### src/rtl/dag_pkg.sv
package dag_pkg;
  localparam logic [11:0] OFS_CLAIM_SET = 12'hFA0;
  localparam logic [11:0] OFS_CLAIM_CLR = 12'hFA4;
  localparam logic [11:0] OFS_LOCK_KEY  = 12'hFB0;
  localparam logic [11:0] OFS_LOCK_STAT = 12'hFB4;

  localparam int STAT_PRESENT_BIT = 0;
  localparam int STAT_LOCKED_BIT  = 1;
  localparam int STAT_TYPE_BIT    = 2;

  typedef struct packed {
    logic claim_set;
    logic claim_clr;
    logic lock_key;
    logic lock_stat;
  } dag_hit_t;
endpackage

### src/rtl/dag_decode.sv
module dag_decode
  import dag_pkg::*;
#(
  parameter int ADDR_W = 12
) (
  input  logic [ADDR_W-1:0] addr,
  output dag_hit_t          hit
);
  always_comb begin
    hit.claim_set = (addr == ADDR_W'(OFS_CLAIM_SET));
    hit.claim_clr = (addr == ADDR_W'(OFS_CLAIM_CLR));
    hit.lock_key  = (addr == ADDR_W'(OFS_LOCK_KEY));
    hit.lock_stat = (addr == ADDR_W'(OFS_LOCK_STAT));
  end
endmodule

### src/rtl/dag_lock.sv
module dag_lock #(
  parameter int              DATA_W       = 32,
  parameter bit              LOCK_PRESENT = 1'b1,
  parameter logic [DATA_W-1:0] UNLOCK_KEY = 32'hC5ACCE55
) (
  input  logic              clk,
  input  logic              rst,
  input  logic              key_wr,
  input  logic [DATA_W-1:0] wdata,
  output logic              locked
);
  logic locked_q;

  always_ff @(posedge clk) begin
    if (rst) begin
      locked_q <= LOCK_PRESENT;
    end else if (key_wr && LOCK_PRESENT) begin
      locked_q <= (wdata != UNLOCK_KEY);
    end
  end

  assign locked = locked_q;
endmodule

### src/rtl/dag_claim.sv
module dag_claim #(
  parameter int CLAIM_BITS = 4
) (
  input  logic                  clk,
  input  logic                  rst,
  input  logic                  set_wr,
  input  logic                  clr_wr,
  input  logic [CLAIM_BITS-1:0] wbits,
  output logic [CLAIM_BITS-1:0] tag
);
  for (genvar g = 0; g < CLAIM_BITS; g++) begin : g_bit
    logic bit_q;
    always_ff @(posedge clk) begin
      if (rst) begin
        bit_q <= 1'b0;
      end else if (set_wr && wbits[g]) begin
        bit_q <= 1'b1;
      end else if (clr_wr && wbits[g]) begin
        bit_q <= 1'b0;
      end
    end
    assign tag[g] = bit_q;
  end
endmodule

### src/rtl/dag_rdport.sv
module dag_rdport
  import dag_pkg::*;
#(
  parameter int DATA_W       = 32,
  parameter int CLAIM_BITS   = 4,
  parameter bit LOCK_PRESENT = 1'b1
) (
  input  logic                  clk,
  input  logic                  rst,
  input  logic                  rd,
  input  dag_hit_t              hit,
  input  logic [CLAIM_BITS-1:0] tag,
  input  logic                  locked,
  output logic [DATA_W-1:0]     rd_data
);
  logic [DATA_W-1:0] rd_next;
  logic [DATA_W-1:0] rd_q;

  always_comb begin
    rd_next = '0;
    if (hit.claim_set) begin
      rd_next[CLAIM_BITS-1:0] = '1;
    end else if (hit.claim_clr) begin
      rd_next[CLAIM_BITS-1:0] = tag;
    end else if (hit.lock_stat) begin
      rd_next[STAT_PRESENT_BIT] = LOCK_PRESENT;
      rd_next[STAT_LOCKED_BIT]  = locked;
      rd_next[STAT_TYPE_BIT]    = 1'b0;
    end
  end

  always_ff @(posedge clk) begin
    if (rst) begin
      rd_q <= '0;
    end else if (rd) begin
      rd_q <= rd_next;
    end else begin
      rd_q <= '0;
    end
  end

  assign rd_data = rd_q;
endmodule

### src/rtl/dbg_access_guard.sv
module dbg_access_guard
  import dag_pkg::*;
#(
  parameter int                ADDR_W       = 12,
  parameter int                DATA_W       = 32,
  parameter int                CLAIM_BITS   = 4,
  parameter bit                LOCK_PRESENT = 1'b1,
  parameter logic [DATA_W-1:0] UNLOCK_KEY   = 32'hC5ACCE55
) (
  input  logic              clk,
  input  logic              rst,
  input  logic [ADDR_W-1:0] bus_addr,
  input  logic              bus_wr,
  input  logic [DATA_W-1:0] bus_wdata,
  input  logic              bus_rd,
  output logic [DATA_W-1:0] rd_data,
  output logic              wr_allow
);
  dag_hit_t              hit;
  logic                  locked_q;
  logic [CLAIM_BITS-1:0] claim_q;
  logic                  key_wr;
  logic                  ctl_wr;

  dag_decode #(.ADDR_W(ADDR_W)) u_decode (
    .addr (bus_addr),
    .hit  (hit)
  );

  assign key_wr   = bus_wr && hit.lock_key;
  assign ctl_wr   = bus_wr && !locked_q && !hit.lock_key;
  assign wr_allow = ctl_wr;

  dag_lock #(
    .DATA_W       (DATA_W),
    .LOCK_PRESENT (LOCK_PRESENT),
    .UNLOCK_KEY   (UNLOCK_KEY)
  ) u_lock (
    .clk    (clk),
    .rst    (rst),
    .key_wr (key_wr),
    .wdata  (bus_wdata),
    .locked (locked_q)
  );

  dag_claim #(.CLAIM_BITS(CLAIM_BITS)) u_claim (
    .clk    (clk),
    .rst    (rst),
    .set_wr (ctl_wr && hit.claim_set),
    .clr_wr (ctl_wr && hit.claim_clr),
    .wbits  (bus_wdata[CLAIM_BITS-1:0]),
    .tag    (claim_q)
  );

  dag_rdport #(
    .DATA_W       (DATA_W),
    .CLAIM_BITS   (CLAIM_BITS),
    .LOCK_PRESENT (LOCK_PRESENT)
  ) u_rdport (
    .clk     (clk),
    .rst     (rst),
    .rd      (bus_rd),
    .hit     (hit),
    .tag     (claim_q),
    .locked  (locked_q),
    .rd_data (rd_data)
  );
endmodule

### config.mk
export PLATFORM = sky130hd
export DESIGN_NAME = dbg_access_guard
export DESIGN_NICKNAME = d
export VERILOG_FILES = /design/src/rtl/dag_pkg.sv /design/src/rtl/dag_decode.sv /design/src/rtl/dag_lock.sv /design/src/rtl/dag_claim.sv /design/src/rtl/dag_rdport.sv /design/src/rtl/dbg_access_guard.sv
export SDC_FILE = /design/constraint.sdc
export NUM_CORES = 1
export LEC_CHECK = 0
export ABC_AREA = 0
export BUFFER_PORTS_ARGS = -buffer_cell sky130_fd_sc_hd__buf_4
export CAP_MARGIN = 20
export CELL_PAD_IN_SITES_DETAIL_PLACEMENT = 1
export CELL_PAD_IN_SITES_GLOBAL_PLACEMENT = 1
export CORE_UTILIZATION = 24
export CTS_BUF_LIST = sky130_fd_sc_hd__clkbuf_2
export DETAILED_ROUTE_END_ITERATION = 12
export PLACE_DENSITY_LB_ADDON = 0.1
export RECOVER_POWER = 50
export SYNTH_ARGS = -nofsm -noshare
export SYNTH_HDL_FRONTEND = slang
export SYNTH_SLANG_ARGS = --single-unit
### constraint.sdc
create_clock -name clk -period 2.91 [get_ports clk]
set_input_delay 0.291 -clock clk [delete_from_list [all_inputs] [get_ports clk]]
set_output_delay 0.291 -clock clk [all_outputs]
set_load 0.03 [all_outputs]
* Word level (Yosys, flattened, before mapping)
Index checks and enable logic that the tools add are counted.
** Storage, ports and cells
- Bits in registers :: 37
- Bits of input ports :: 48
- Output and inout port bits :: 33
** Operators by class
- Eq/ne operators :: 5
- Muxes and demuxes :: 12
- Bitwise gates (word level) :: 1
- Reduce and logical (&&, ||, !) cells :: 20
** Operators with widths (count)
- $eq 12x12->1 const B :: 4
- $ne 32x32->1 const B :: 1
- $logic_and 1x1->1 :: 13
- $mux 1 :: 9
- $reduce_bool 2->1 :: 4
- $mux 4 :: 1
- $mux 3 :: 1
- $logic_not 1->1 :: 2
- $mux 2 :: 1
- $reduce_or 2->1 :: 1
- $not 1->1 :: 1

* Logic depth before layout (Yosys ltp)
Gate-level depths: netlist of the first run.
- Word-level depth :: 7
- Mapped depth :: 4
- Gate-level depth less buffers :: 4

* By module
Synthesis of the first run repeated with hierarchy kept, for this count alone.
** Second synthesis, totals
- Cell total of the unflattened synthesis :: 93
- Area total of the unflattened synthesis :: 770.7 µm²
** By module, submodules not included
- dag_rdport :: instances 1, cells an instance 44, area an instance 354.1 µm²
- dag_claim :: instances 1, cells an instance 20, area an instance 185.2 µm²
- dag_lock :: instances 1, cells an instance 16, area an instance 126.4 µm²
- dag_decode :: instances 1, cells an instance 9, area an instance 65.1 µm²
- dbg_access_guard :: instances 1, cells an instance 4, area an instance 40.0 µm²

* Worst setup path before layout of the first run
No wires, ideal clock.
- Path kind :: input-to-reg
- Start :: input bus_addr[1]
- End :: register u_claim.g_bit[0].bit_q
- Arrival :: 1.537 ns
- Data required time :: 2.853 ns
- Slack :: 1.315 ns
- Stages :: 4
- Cells stage by stage :: or4b_4 or3_4 nor3_4 a21o_1
** Between the ends
- Longest elaborated chain between the ends :: 6
** Ends and longest elaborated chain
- start, declared :: line dbg_access_guard.sv:12 : input logic [ADDR_W-1:0] bus_addr,
- $eq 12x12->1 :: line dag_decode.sv:12 : hit.lock_key = (addr == ADDR_W'(OFS_LOCK_KEY));
- $logic_not 1->1 :: line dbg_access_guard.sv:31 : assign ctl_wr = bus_wr && !locked_q && !hit.lock_key;
- $logic_and 1x1->1 :: line dbg_access_guard.sv:31
- $logic_and 1x1->1, on equally long branches :: line dbg_access_guard.sv:49, dbg_access_guard.sv:50
- $logic_and 1x1->1, on equally long branches :: line dag_claim.sv:16, dag_claim.sv:18
- $mux 1 or $reduce_bool 2->1 (tied branches)
- end signal, assigned :: line dag_claim.sv:15 : bit_q <= 1'b0;
- end signal, assigned :: line dag_claim.sv:17 : bit_q <= 1'b1;
- end signal, assigned :: line dag_claim.sv:19 : bit_q <= 1'b0;
- end, declared :: line dag_claim.sv:12 : logic bit_q;
Several ways; a longest one is shown, not always the timed one.
A chain may end at the register's enable or synchronous reset.

* Worst setup path in the final report of the first run
- Start :: input bus_addr[1]
- End :: output wr_allow
** Between the ends
- Longest elaborated chain between the ends :: 3
** Ends and longest elaborated chain
- $eq 12x12->1 :: line dag_decode.sv:12
- $logic_not 1->1 :: line dbg_access_guard.sv:31
- $logic_and 1x1->1 :: line dbg_access_guard.sv:31
- end, declared :: line dbg_access_guard.sv:17 : output logic wr_allow
No other way between the ends.

==> results.md, run 1 <==
* CP Launch Point: bus_addr[1]
* Synth Register Bits at 9
* Status: complete, but fails checks
* Maxcap violations at 0
* HP Class: in2reg
* Critical-path cell list: clkbuf_4 > or4b_1 > nor3_1 > a21oi_1 > buf_4
* Post-synth top flop: dfxtp_1
* Drc violations at 4
* Hold slack at 0.260 ns
* Length of the first detailed-routing pass in iterations at 8
* Fin Clk Skew at 0.000868 ns
* Final WL at 1870 um
* Crit end category: output port
* CP peak stage delay at 0.57 ns
* Die width at 58.0 um
* F_max at 571 MHz
* Clock share of power at 0.248
* Yosys warning total at 0
* Internal at 0.206 mW
* Post-synth ARST share at 0
* R2r endpoint: u_claim.g_bit[1].bit_q
* RD Place Congestion at 0.678
* Post-Synthesis Cells at 86
* Worst skew pair latency at 0.24 ns
* Switching part of the total power at 0.346
* Post-CTS setup buffer count at 0
* Core area at 2850 um^2
* Static Leak at 0.538 nW
* CP Launch Type: primary input
* Share of layout cells above drive strength 1 at 0.397
* WL/cell at 10.9 um
* Gr ovfl total at 0
* Number of enable flip-flop cells after synthesis at 0
* Syn Area/Cell at 8.76 um^2
* Yosys top cell by area: buf_4
* Hold endpoint: u_claim.g_bit[0].bit_q
* Pwr dens at 294 nW/um^2
* Critical Path RT at 2.62 ns
* Antenna Cells at 0
* Via density at 4.45
* Post-Syn Area at 753 um^2
* Failing checks: design-rule violations
* Largest net degree at the start of global routing at 9
* Worst r2r src: u_lock.locked
* Final-layout fill cell count at 361
* Worst-path maximum fanout at 3
* IO Port Bufs at 52
* Combinational share of power at 0.360
* Sequential area share after synthesis at 0.239
* I/O pin count at 81
* Tmin final at 1.75 ns
* H-tree depth at 1
* Top-count cell post-synth: buf_4
* CTS tree: done
* Die height at 58.0 um
* Hold Startpoint: bus_wdata[0]
* Final worst slack at 1.16 ns
* DP Worst Slack at 1.11 ns
* Antenna violations before repair at 0
* Register-to-Register Path Depth at 4
* Most frequent cells after synthesis: buf_4, dfxtp_1, a21o_1, nor4bb_1
* Maximum vdd drop at 98.4 uV
* Fin. Hold Viols at 0
* Max Buffers Root-to-Sink at 2
* Net switching power at 0.109 mW
* Pins Over Slew Limit at 0
* Final core utilization at 0.375
* Routed Antenna Nets at 0
* First-pass GRT wire length at 2990 um
* R2R setup slack at 1.64 ns
* Post-DP HPWL at 1700 um
* Initial DRC Count at 9
* Sequential share of power at 0.391
* Final period utilization at 0.602
* Initial cell density of the core at 0.264
* Synth top area share at 0.279
* CP Class: in2out
* Root Buffer: clkbuf_2
* Slowest-stage cell, CP: or4b_1
* Hold Crit Depth at 2
* Site Rows at 19
* Unrepaired setup endpoints after global routing: no
* Post-CTS Resized at 0
* Clock transition at the registers of the reported paths at 0.09 ns
* Die area at 3370 um^2
* Setup tns final at 0 ns
* CTS Sinks at 9
* GRT Total Usage at 0.118
* Synth cell types at 28
* Clock buffer count from CTS at 3
* Synth top area cells: buf_4, dfxtp_1, nor4bb_1
* Vias at 765
* Area growth, synth to finish at 42.0%
* Hold-fix buffer count after cts at 0
* Arr. time, crit path at 1.46 ns
* Fin nets at 190
* Count of final setup violators at 0
* Vias in the first global route at 727
## metrics by stage
step	total power, mW	area, um^2	std cells
4_1_cts	0.321	1090	172
5_1_grt	0.337	1070	172
3_3_place_gp	0.239	1070	168
2_1_floorplan	0.213	855	113
6_report	0.314	1070	172
3_5_place_dp	0.240	1070	168
## final cells by class
cell class / count / area [um^2] / share of cell area
clock buffer: 4 / 20.0 / 0.0187
inverter: 3 / 11.3 / 0.0105
multi-input combinational: 73 / 444 / 0.415
sequential: 9 / 180 / 0.168
timing repair buffer: 52 / 375 / 0.351
tap: 31 / 38.8 / 0.0363
## cell usage in the layout (no fill, tap or decap)
cell | netlist | layout
buf_4 | 28 | 47
a2111oi_2 | 2 | 2
clkbuf_1 | 0 | 4
nor3b_1 | 1 | 1
or3_1 | 1 | 2
conb_1 | 1 | 28
nand4b_1 | 1 | 1
nor4_1 | 2 | 2
nand2_1 | 1 | 1
mux2i_1 | 1 | 1
nor2b_1 | 2 | 2
dfxtp_1 | 9 | 9
nand4bb_1 | 1 | 1
clkbuf_2 | 0 | 4
nor3_1 | 2 | 2
nand2b_1 | 3 | 3
a211oi_1 | 3 | 3
nor4b_1 | 1 | 1
or4b_1 | 0 | 1
clkbuf_4 | 0 | 1
nor4_2 | 1 | 1
nand4_1 | 3 | 3
nand3_1 | 2 | 2
a31oi_1 | 1 | 1
inv_1 | 3 | 3
nor4bb_1 | 4 | 4
nor3_4 | 1 | 1
nor2_1 | 3 | 3
a21oi_1 | 3 | 3
a21o_1 | 4 | 4
## sequential cells by signal, summed over array words and instances (netlist names)
name,flops
u_lock.locked,1
u_claim.g_bit.bit_q,4
u_rdport.rd_data,4
## metal layers
metal  up-vias  share of wire  track usage
li1        371              -            -
met1       340           0.37        0.134
met2        52           0.50        0.202
met3         2           0.12       0.0402
met4         0          0.012       0.0510
met5         -              0            0
## worst max-delay path by stage
stage                             end  slack (ns)
6_report                     wr_allow        1.16
3_5_place_dp   u_claim.g_bit[2].bit_q        1.11
3_3_place_gp   u_claim.g_bit[0].bit_q        1.13
5_1_grt                      wr_allow        1.10
2_1_floorplan  u_claim.g_bit[0].bit_q        1.32
4_1_cts                      wr_allow        1.19
## cells by family (layout without fill, tap and decap cells)
group                  after synthesis  after routing  share of synthesized area
flip-flops                           9              9                      0.239
AO/OA/AOI/OAI                       13             13                      0.138
other                                1             28                    0.00498
AND/OR/NAND/NOR                     31             31                      0.311
buffers and inverters               31             59                      0.294
multiplexers                         1              1                     0.0133
## power by group through the flow
| stage | clock network, mW | registers (mW) | logic [mW] |
|---|---|---|---|
| 5_1_grt | 0.0921 | 0.123 | 0.122 |
| 3_5_place_dp | 0 | 0.126 | 0.114 |
| 3_3_place_gp | 0 | 0.126 | 0.113 |
| 2_1_floorplan | 0 | 0.126 | 0.0875 |
| 4_1_cts | 0.0842 | 0.123 | 0.114 |
| 6_report | 0.0781 | 0.123 | 0.113 |
## worst max-delay path, delay by kind of cell
| family | cells | cell delay (ns) |
|---|---|---|
| AO/OA/AOI/OAI | 1 | 0.10 |
| AND/OR/NAND/NOR | 2 | 0.79 |
| buffers and inverters | 2 | 0.28 |
Note: power is estimated with default switching activity, not from simulation.
==> inputs of run 2 (changes only) <==
Settings changed: ABC_AREA 0 to 1, CORE_UTILIZATION 24 to 23.
Clock period 2.91 ns to 1.8 ns, I/O delays scaled along.
==> results.md, run 2 <==
* Status: finished clean
* Hold Startpoint: rst
* Most Used Layer, Global Route: met2
* Most frequent cells in the layout: buf_4, conb_1, nand2_1, inv_1
* I/O pin count at 81
* Max Buffers Root-to-Sink at 2
* GRT Total Usage at 0.106
* Pwr dens at 433 nW/um^2
* Drc violations at 0
* R2R setup slack at 0.72 ns
* CP Class: in2reg
* Met2 usage at 0.207
* Hold endpoint: u_claim.g_bit[0].bit_q
* Pins Over Slew Limit at 0
* Final worst slack at 0.461 ns
* Synth Register Bits at 9
* Worst r2r src: u_lock.locked
* Area growth, synth to finish at 38.9%
* Antenna violations before repair at 0
* Top-count cell post-synth: buf_4
* Maxcap violations at 0
* Core area at 3470 um^2
* Final WL at 2060 um
* Unrepaired setup endpoints after global routing: no
* Die area at 3990 um^2
* Fin Clk Skew at 0.00341 ns
* F_max at 747 MHz
* Post-DP HPWL at 1910 um
* Clock buffer count from CTS at 3
* Post-CTS Resized at 0
* Gr ovfl total at 0
* Hold slack at 0.142 ns
* IO Port Bufs at 52
* Static Leak at 0.610 nW
* Synth cell types at 19
* Sequential area share after synthesis at 0.210
* Initial cell density of the core at 0.248
* Maximum vdd drop at 124 uV
* Initial DRC Count at 15
* Root Buffer: clkbuf_2
* Count of final setup violators at 0
* Met1 GRT Util at 0.109
* Via density at 3.92
* Yosys warning total at 0
* First-pass GRT wire length at 3410 um
* Die width at 63.1 um
* Final Cell Area at 1190 um^2
* Tmin final at 1.34 ns
* Post-Synthesis Cells at 124
* H-tree depth at 1
* Crit end category: register
* Fin nets at 228
* Met3 usage at 0.0380
* DP Worst Slack at 0.587 ns
* Register-to-Register Path Depth at 5
* Yosys top cell by area: buf_4
* Die height at 63.1 um
* Clock transition at the registers of the reported paths at 0.08 ns
* R2r endpoint: u_claim.g_bit[2].bit_q
* Setup tns final at 0 ns
* CTS Sinks at 9
* Post-synth ARST share at 0
* Syn Area/Cell at 6.93 um^2
* Hold-fix buffer count after cts at 0
* Number of enable flip-flop cells after synthesis at 0
* Antenna Cells at 0
* Vias in the first global route at 889
* Largest net degree at the start of global routing at 9
* Worst Max-Slew Pin Slew at 0.508 ns
* Critical Path RT at 1.93 ns
* Worst skew pair latency at 0.24 ns
* CP Launch Type: primary input
* Routed Antenna Nets at 0
* Synth top area share at 0.245
* Post-CTS setup buffer count at 0
* Site Rows at 21
* CTS tree: done
* Synth top area cells: buf_4, dfxtp_1, nand2_1
* Length of the first detailed-routing pass in iterations at 4
* Arr. time, crit path at 1.47 ns
* Most frequent cells after synthesis: buf_4, nand2_1, inv_1, nand4_1, dfxtp_1
* Final period utilization at 0.744
* Worst-path maximum fanout at 8
* WL/cell at 9.17 um
* Commonest non-fill, non-tap cell in the layout: buf_4
* Fin. Hold Viols at 0
* HP Class: in2reg
* Hold Crit Depth at 2
* Share of layout cells above drive strength 1 at 0.397
* RD Place Congestion at 0.714
* Max-slew headroom at 0.660
* Post-synth top flop: dfxtp_1
* DP Area at 1200 um^2
* Post-Syn Area at 860 um^2
* Vias at 883
## run 2: changes by cell type in the layout (fill, tap and decap cells not counted), sizes merged, moves of 4 or more
cell,before,now
nand2,1,29
a21oi,3,9
nand4,3,10
nor4bb,4,0
nor2,3,15
inv,3,16
a21o,4,0
## run 2: per-layer routing
| metal | vias to the layer above | part of all wire |
|---|---|---|
| met5 | - | 0 |
| met4 | 0 | 0 |
| met3 | 0 | 0.10 |
| met2 | 52 | 0.53 |
| met1 | 383 | 0.37 |
| li1 | 448 | - |
## run 2: final cells by class
cell class / instances / area [um^2]
fill: 468 / 2270
tap: 46 / 57.6
sequential: 9 / 180
clock buffer: 4 / 20.0
timing repair buffer: 52 / 383
multi-input combinational: 98 / 493
inverter: 16 / 60.1
## run 2: how the worst max path moves through the flow
| stage | from | endpoint | slack [ns] | depth (start not counted) |
|---|---|---|---|---|
| after floorplan | u_lock.locked | wr_allow | 0.83 | 3 |
| after global placement | bus_addr[0] | wr_allow | 0.61 | 8 |
| after detailed placement | bus_addr[0] | wr_allow | 0.59 | 8 |
| after CTS | u_lock.locked | wr_allow | 0.48 | 4 |
| after global routing | bus_addr[6] | u_claim.g_bit[0].bit_q | 0.33 | 9 |
| final | bus_addr[6] | u_claim.g_bit[2].bit_q | 0.46 | 9 |
## run 2: metrics by stage
step	util	cells	power, mW
global placement	0.346	221	0.398
detailed placement	0.346	221	0.401
finish	0.344	225	0.517
floorplan	-	151	0.358
CTS	0.351	225	0.528
global route	0.344	225	0.549
## run 2: kinds of logic (layout without fill, tap and decap cells)
logic type,Yosys count,in the layout,synth area share
other,1,28,0.00436
AND/OR/NAND/NOR,60,60,0.406
AO/OA/AOI/OAI,10,10,0.0655
flip-flops,9,9,0.210
buffers and inverters,44,72,0.314
## run 2: power breakdown
part / internal (mW) / leakage, nW / total, mW / switching [mW]
sequential: 0.199 / 0.0725 / 0.199 / 0.00000745
clock: 0.0591 / 0.0166 / 0.124 / 0.0650
combinational: 0.0747 / 0.521 / 0.194 / 0.120
## run 2: critical path, stage by stage
cell	delay [ns]
buf_4	0.11
inv_1	0.04
nand2_1	0.06
nor2_1	0.27
nand2_2	0.08
nor2_1	0.41
nand4_1	0.15
nand2_1	0.10
a21oi_1	0.07
==> inputs of run 3 (changes only) <==
Settings changed: CORE_UTILIZATION 23 to 21.
Clock period 1.8 ns to 1.2 ns, I/O delays scaled along.
==> results.md, run 3 (synthesis results as in run 2) <==
* Fin nets at 231
* Core area at 3800 um^2
* DP Worst Slack at 0.0969 ns
* Net switching power at 0.287 mW
* CTS Sinks at 9
* Initial cell density of the core at 0.226
* DR top layer: met4
* Drc violations at 0
* Most frequent cells in the layout: buf_4, conb_1, nand2_1, inv_1, nand4_1
* Arr. time, crit path at 1.00 ns
* Maximum vdd drop at 182 uV
* H-tree depth at 1
* Crit end category: output port
* Root Buffer: clkbuf_2
* GRT Total Usage at 0.109
* Hold Crit Depth at 2
* Die area at 4350 um^2
* Static Leak at 0.628 nW
* Commonest non-fill, non-tap cell in the layout: buf_4
* HP Class: in2reg
* Met3 WL at 164 um
* CP Class: reg2out
* Internal at 0.498 mW
* Met2 WL post-DR at 1200 um
* Switching part of the total power at 0.366
* Die width at 66.0 um
* Via density at 3.88
* Final core utilization at 0.328
* CTS tree: done
* Max Buffers Root-to-Sink at 2
* Tmin final at 1.12 ns
* Routed Antenna Nets at 0
* Area growth, synth to finish at 44.8%
* Maxcap violations at 0
* Length of the first detailed-routing pass in iterations at 2
* RD Place Congestion at 0.712
* Final worst slack at 0.0774 ns
* Pins Over Slew Limit at 0
* Share of layout cells above drive strength 1 at 0.440
* R2r endpoint: u_claim.g_bit[0].bit_q
* Power, Total at 0.785 mW
* Clock transition at the registers of the reported paths at 0.09 ns
* Initial DRC Count at 13
* Clock buffer count from CTS at 3
* WL/cell at 9.24 um
* Largest net degree at the start of global routing at 9
* Vias at 893
* Hold endpoint: u_claim.g_bit[2].bit_q
* Hold-fix buffer count after cts at 0
* Final WL at 2130 um
* Vias in the first global route at 895
* Pwr dens at 631 nW/um^2
* I/O pin count at 81
* Count of final setup violators at 0
* F_max at 891 MHz
* DP Area at 1200 um^2
* R2R setup slack at 0.09 ns
* Met1 Wirelength at 733 um
* IO Port Bufs at 52
* Die height at 66.0 um
* CP Launch Type: register
* Site Rows at 22
* Register-to-Register Path Depth at 6
* Worst skew pair latency at 0.25 ns
* Status: finished clean
* Combinational share of power at 0.377
* Setup tns final at 0 ns
* Worst r2r src: u_lock.locked
* Gr ovfl total at 0
* Final Cell Area at 1240 um^2
* Fin Clk Skew at 0.00461 ns
* Post-DP HPWL at 1900 um
* Antenna Cells at 0
* Hold Startpoint: rst
* Worst-path maximum fanout at 4
* Clock share of power at 0.246
* Critical Path RT at 1.08 ns
* Fin. Hold Viols at 0
* Antenna violations before repair at 0
* First-pass GRT wire length at 3680 um
* Sequential share of power at 0.377
* Final period utilization at 0.936
## run 3: changes by cell type in the layout (fill, tap and decap cells not counted)
cell | previous run | this run
buf_4 | 49 | 52
inv_1 | 13 | 11
inv_2 | 3 | 5
nor2_4 | 2 | 4
buf_6 | 0 | 1
clkbuf_1 | 2 | 1
dfxtp_1 | 9 | 8
dfxtp_4 | 0 | 1
nand2_1 | 23 | 22
nand2_2 | 5 | 6
nor2_1 | 10 | 9
nor2_2 | 2 | 1
## run 3: worst max path at each step
stage                             end     startpoint  cells past startpoint  slack (ns)
3_5_place_dp                 wr_allow    bus_addr[6]                      8         0.1
3_3_place_gp                 wr_allow    bus_addr[6]                      8        0.11
6_report                     wr_allow  u_lock.locked                      4        0.08
4_1_cts                      wr_allow  u_lock.locked                      4       0.003
2_1_floorplan  u_claim.g_bit[0].bit_q  u_lock.locked                      5        0.29
5_1_grt        u_claim.g_bit[0].bit_q  u_lock.locked                      6     -0.0002
## run 3: power groups by stage
stage                     logic [mW]  registers, mW  clock network, mW
final                          0.296          0.296              0.193
after global routing           0.320          0.296              0.228
after CTS                      0.297          0.298              0.206
after detailed placement       0.296          0.305                  0
after global placement         0.291          0.305                  0
after floorplan                0.231          0.305                  0
## run 3: through the flow
stage          hold WS (ns)  std cells
6_report             0.0743        230
5_1_grt              0.0474        230
4_1_cts              0.0593        227
3_5_place_dp          0.340        223
3_3_place_gp          0.336        223
2_1_floorplan         0.189        151
## run 3: worst max-delay path: stages, from the launching register on
cell,delay [ns]
dfxtp_4,0.36
nor2_4,0.14
nand2_2,0.08
inv_2,0.05
buf_6,0.12
## run 3: final cells by class
class | instances | area [um^2]
clock buffers | 4 | 20.0
multi-input cells | 98 | 508
well taps | 48 | 60.1
flip-flops and latches | 9 | 184
fillers | 509 | 2550
inverters | 16 | 60.1
repair buffers | 55 | 413
## run 3: what timing repair did
action                                  4_1_cts  5_1_grt
resized for setup                             1        4
cloned                                        0        0
setup buffers                                 0        3
pin swaps                                     1        2
endpoints found under the setup margin        1        1
## run 3: routing by layer
layer  GRT usage  vias up
met4      0.0399        0
met5           0        -
met1       0.111      394
met2       0.208       43
met3      0.0293        2
li1            -      454
